==> config.mk <==
export PLATFORM = sky130hd
export DESIGN_NAME = irq_entry_seq
export DESIGN_NICKNAME = d
export VERILOG_FILES = /design/src/rtl/irq_entry_seq.sv
export SDC_FILE = /design/constraint.sdc
export NUM_CORES = 1
export LEC_CHECK = 0
export BUFFER_PORTS_ARGS = -buffer_cell sky130_fd_sc_hd__buf_4
export CORE_ASPECT_RATIO = 0.8
export CORE_UTILIZATION = 49
export CTS_BUF_LIST = sky130_fd_sc_hd__clkbuf_8
export DETAILED_ROUTE_END_ITERATION = 8
export GPL_ROUTABILITY_DRIVEN = 0
export PLACE_DENSITY_LB_ADDON = 0.3
export SYNTH_ARGS = -nofsm -noshare
export SYNTH_HDL_FRONTEND = slang
export SYNTH_SLANG_ARGS = --single-unit
export TNS_END_PERCENT = 5
==> constraint.sdc <==
create_clock -name clk -period 2.4 [get_ports clk]
set_clock_uncertainty 0.05 [all_clocks]
set_input_delay 0 -clock clk [delete_from_list [all_inputs] [get_ports clk]]
set_output_delay 0 -clock clk [all_outputs]
set_load 0.02 [all_outputs]
==> src/rtl/irq_entry_seq.sv <==
module irq_entry_seq #(
  parameter int NUM_SRC    = 8,
  parameter int PC_BYTES   = 2,
  parameter int SLOT_WORDS = 2,
  parameter int SP_W       = 16,
  localparam int PC_W      = 8 * PC_BYTES
) (
  input  logic               clk,
  input  logic               rst,
  input  logic               glob_ie,
  input  logic               rst_req,
  input  logic [NUM_SRC-1:0] pend_set,
  input  logic [PC_W-1:0]    pc_in,
  input  logic [SP_W-1:0]    sp_in,
  output logic               busy,
  output logic               mem_we,
  output logic [SP_W-1:0]    mem_addr,
  output logic [7:0]         mem_wdata,
  output logic               done,
  output logic [PC_W-1:0]    pc_new,
  output logic [SP_W-1:0]    sp_out,
  output logic               gie_clr,
  output logic [NUM_SRC-1:0] pending,
  output logic               hw_req,
  output logic               rst_pending
);
  localparam int IW  = (NUM_SRC > 1) ? $clog2(NUM_SRC) : 1;
  localparam int SLW = $clog2(NUM_SRC + 1);

  typedef enum logic [1:0] {S_IDLE, S_PUSH, S_LOAD} st_t;

  st_t               st;
  logic [NUM_SRC-1:0] pend_q, low_bit;
  logic              rst_q, start;
  logic [IW-1:0]     win_idx;
  logic [SLW-1:0]    slot_q;
  logic [PC_W-1:0]   ret_q;
  logic [SP_W-1:0]   sp_q;
  logic [1:0]        cnt;

  always_comb begin
    win_idx = '0;
    for (int i = NUM_SRC - 1; i >= 0; i--)
      if (pend_q[i]) win_idx = IW'(i);
  end

  assign low_bit = pend_q & (~pend_q + 1'b1);
  assign start   = (st == S_IDLE) && glob_ie && (rst_q || (|pend_q));

  always_ff @(posedge clk) begin
    if (rst) begin
      st     <= S_IDLE;
      pend_q <= '0;
      rst_q  <= 1'b0;
      slot_q <= '0;
      ret_q  <= '0;
      sp_q   <= '0;
      cnt    <= '0;
    end else begin
      pend_q <= (pend_q | pend_set) & ~((start && !rst_q) ? low_bit : '0);
      rst_q  <= (rst_q & ~start) | rst_req;
      case (st)
        S_IDLE: if (start) begin
          slot_q <= rst_q ? '0 : SLW'(win_idx) + 1'b1;
          ret_q  <= pc_in;
          sp_q   <= sp_in;
          cnt    <= '0;
          st     <= S_PUSH;
        end
        S_PUSH: begin
          sp_q <= sp_q - 1'b1;
          cnt  <= cnt + 1'b1;
          if (cnt == 2'(PC_BYTES - 1)) st <= S_LOAD;
        end
        default: st <= S_IDLE;
      endcase
    end
  end

  assign busy        = (st != S_IDLE);
  assign mem_we      = (st == S_PUSH);
  assign mem_addr    = sp_q;
  assign mem_wdata   = 8'(ret_q >> {cnt, 3'b000});
  assign done        = (st == S_LOAD);
  assign gie_clr     = done;
  assign pc_new      = PC_W'(slot_q) * PC_W'(SLOT_WORDS);
  assign sp_out      = sp_q;
  assign pending     = pend_q;
  assign hw_req      = |pend_q;
  assign rst_pending = rst_q;
endmodule

==> flow_summary_export.csv <==
group,metric,value,unit
outcome,status,"complete, no violations",
cells_and_area,final_common_cell,"buf_4",
global_routing,grt.overflow.total,0,
worst_setup_path,r2r-start,"st[1]",
yosys,netlist_area,2530,µm²
yosys,synth_area_leader_cell,"dfxtp_1",
cells_and_area,nFillCells,354,
clocking,cts-buffers-inserted,5,
placement,dp_hpwl,4.48,mm
worst_hold_path,min_path_cells,3,
cells_and_area,fin_util,77.0,%
yosys,synth-main-ff-cell,"dfxtp_1",
clocking,cts_tree,"done",
timing,period_share,86.5,%
timing,tightestPinTransition,590,ps
global_routing,gr-usage-met1,32.8,%
die,die_area,5450,µm²
timing,tns,0,ps
flow_run,maxCapViolations,0,
worst_setup_path,worst_r2r_path_depth,5,
timing,slew_viol_final,0,
worst_setup_path,rrSetupSlack,320,ps
worst_hold_path,min_path_type,"in -> reg",
worst_setup_path,endpoint_kind,"flop",
detailed_routing,routedWlPerCell,14.3,µm
worst_setup_path,worstPathCellList,"or3b_2, a31oi_4, buf_4, a211oi_1, a211oi_1",
detailed_routing,drc,0,
detailed_routing,first_pass_iters,5,
cells_and_area,final_cell_mix,"buf_4, dfxtp_1, nand2_1",
worst_setup_path,r2r_end,"mem_addr[0]",
cells_and_area,multi_input_area,1280,µm²
worst_setup_path,critPathMaxStageDelay,590,ps
yosys,synth_top_cell_area_share,38.8,%
worst_setup_path,crit_fanout,18,
worst_setup_path,slowest_stage,"or3b_2",
cells_and_area,diodes,0,
cells_and_area,final_nets,485,
cells_and_area,layout-drive-gt1-share,28.8,%
pwr,peakVddDrop,0.391,mV
yosys,ys_seq_area_share,38.8,%
worst_setup_path,critPathRequiredTime,2570,ps
timing,finalHoldViolCount,0,
global_routing,grt_max_degree,51,
global_routing,grt_usage,27.0,%
cells_and_area,synthToLayoutAreaGrowth,44.9,%
detailed_routing,via_count,2727,
yosys,netlist_instances,318,
worst_setup_path,start_kind,"flop",
cells_and_area,fin_area,3660,µm²
yosys,syn_avg_cell_area,7.95,µm²
worst_setup_path,cp_top_family,"compound AO/OA/AOI/OAI gates",
global_routing,busiest_layer,"met2",
worst_hold_path,hold_path.startpoint,"sp_in[0]",
global_routing,grt_pass1_wl,11.2,mm
clocking,clkTransAtPathRegs,90,ps
yosys,ys_warn_count,0,
worst_hold_path,hold_end,"mem_addr[0]",
pwr,power.density,609,nW/µm²
yosys,yosysUniqueCellTypes,46,
yosys,async_flop_share,0,%
cells_and_area,seq_area,981,µm²
timing,finalSetupViolCount,0,
detailed_routing,antenna_left,0,
die,start_util,53.1,%
timing,max_freq,482,MHz
die,core-area,4760,µm²
detailed_routing,wirelength,7.13,mm
die,die_h,66.3,µm
yosys,synth_edf_count,0,
clocking,clock_latency,300,ps
global_routing,first_global_vias,2433,
timing,final.min_clock_period,2080,ps
placement,portBuffers,101,
timing,rsz0062_at_grt,"false",
die,pin_count,114,
pwr,leakagePower,1.62,nW
worst_setup_path,worst-path-buf-inv,1,
global_routing,grt.met2_usage,47.0,%
clocking,clock_path_buffers,2,
detailed_routing,drtIter0Drc,177,
timing,relSlewSlack,60.3,%
clocking,post_cts_buffers,0,
global_routing,grt_util_met3,5.24,%
clocking,ctsHtreeMaxLevel,2,
global_routing,antenna_found_initial,0,
yosys,ys_ff_latch,49,
clocking,cts_sinks,49,
placement,place_area,3180,µm²
worst_setup_path,critical_path_arrival,2240,ps
yosys,netlist_top_cells_area,"dfxtp_1, buf_4, a21oi_1",
timing,holdWs,52.5,ps
clocking,root_buffer,"clkbuf_8",
die,rows,22,
die,die_w,82.3,µm
worst_setup_path,cpMostUsedCell,"a211oi_1",
detailed_routing,viasPerCell,5.48,
worst_setup_path,critPathKind,"reg -> reg",
==> how the worst max path moves through the flow <==
stage                startpoint            to  slack (ps)  cells past startpoint
floorplan           mem_addr[5]  mem_addr[14]         440                      5
global placement    mem_addr[5]  mem_addr[14]         430                      5
detailed placement        st[1]   mem_addr[0]         350                      5
CTS                       st[1]   mem_addr[0]         320                      5
global route              st[0]   mem_addr[0]         200                      5
finish                    st[1]   mem_addr[0]         320                      5
==> logic make-up after synthesis <==
kind of cell | after synthesis | share of synthesized area (%)
AO/OA/AOI/OAI | 77 | 19.6
adder cells (fa/ha/maj) | 3 | 1.48
buffers and inverters | 55 | 12.7
flip-flops | 49 | 38.8
multiplexers | 9 | 3.56
other | 1 | 0.148
AND/OR/NAND/NOR | 124 | 23.8
==> worst reg2reg max path, delay by kind of cell (launching register included) <==
family,cells,cell delay [ps]
compound gates,3,730
simple gates,1,590
flops,1,330
buf+inv,1,310
==> cell usage after synthesis, types with 2 or more instances <==
cell type,n
o21ai_0,7
or3_1,2
nand3b_1,3
buf_2,4
inv_1,9
nor4_2,3
mux2i_1,9
a311oi_1,2
clkbuf_1,13
a2bb2oi_1,3
a211oi_1,8
a22oi_1,4
nand3_1,7
nor2b_1,2
dfxtp_1,49
buf_4,29
nor4_1,4
o311ai_0,2
nand2_1,42
a31oi_1,6
nor3_1,9
ha_1,3
nor2_1,41
a21oi_1,34
a32oi_1,2
==> flip-flops by register name, indices dropped and copies added, names as in the netlist <==
signal / flops
mem_addr: 16
ret_q: 16
pending: 8
slot_q: 4
cnt: 2
st: 2
rst_pending: 1
==> per-layer routing <==
layer | part of all wire [%] | up-vias
met1 | 41 | 1259
met5 | 0 | -
met2 | 50 | 136
met3 | 6.4 | 14
met4 | 1.8 | 0
li1 | - | 1318
==> power by group <==
part | internal, mW | switching, mW
combinational | 0.350 | 0.413
sequential | 0.884 | 0.101
clock | 0.225 | 0.260
total | 1.46 | 0.775
==> layout make-up <==
cell class | instances | area share (%)
well taps | 60 | 2.05
clock buffers | 6 | 2.25
flip-flops and latches | 49 | 26.8
inverters | 9 | 0.922
repair buffers | 148 | 33.0
multi-input cells | 225 | 34.9
clock inverters | 1 | 0.102
==> what timing repair did <==
action,4_1_cts,5_1_grt
hold buffers,39,1
resized for setup,0,0
hold endpoints to repair,39,1
==> metrics by stage <==
| step | cells | total power [mW] | setup WS, ps |
|---|---|---|---|
| after detailed placement | 451 | 1.70 | 345 |
| after global routing | 498 | 2.36 | 199 |
| after CTS | 497 | 2.22 | 325 |
| after global placement | 451 | 1.69 | 431 |
| after floorplan | 329 | 1.47 | 437 |
| final | 498 | 2.23 | 325 |
Power figures use the tool's default switching activity.
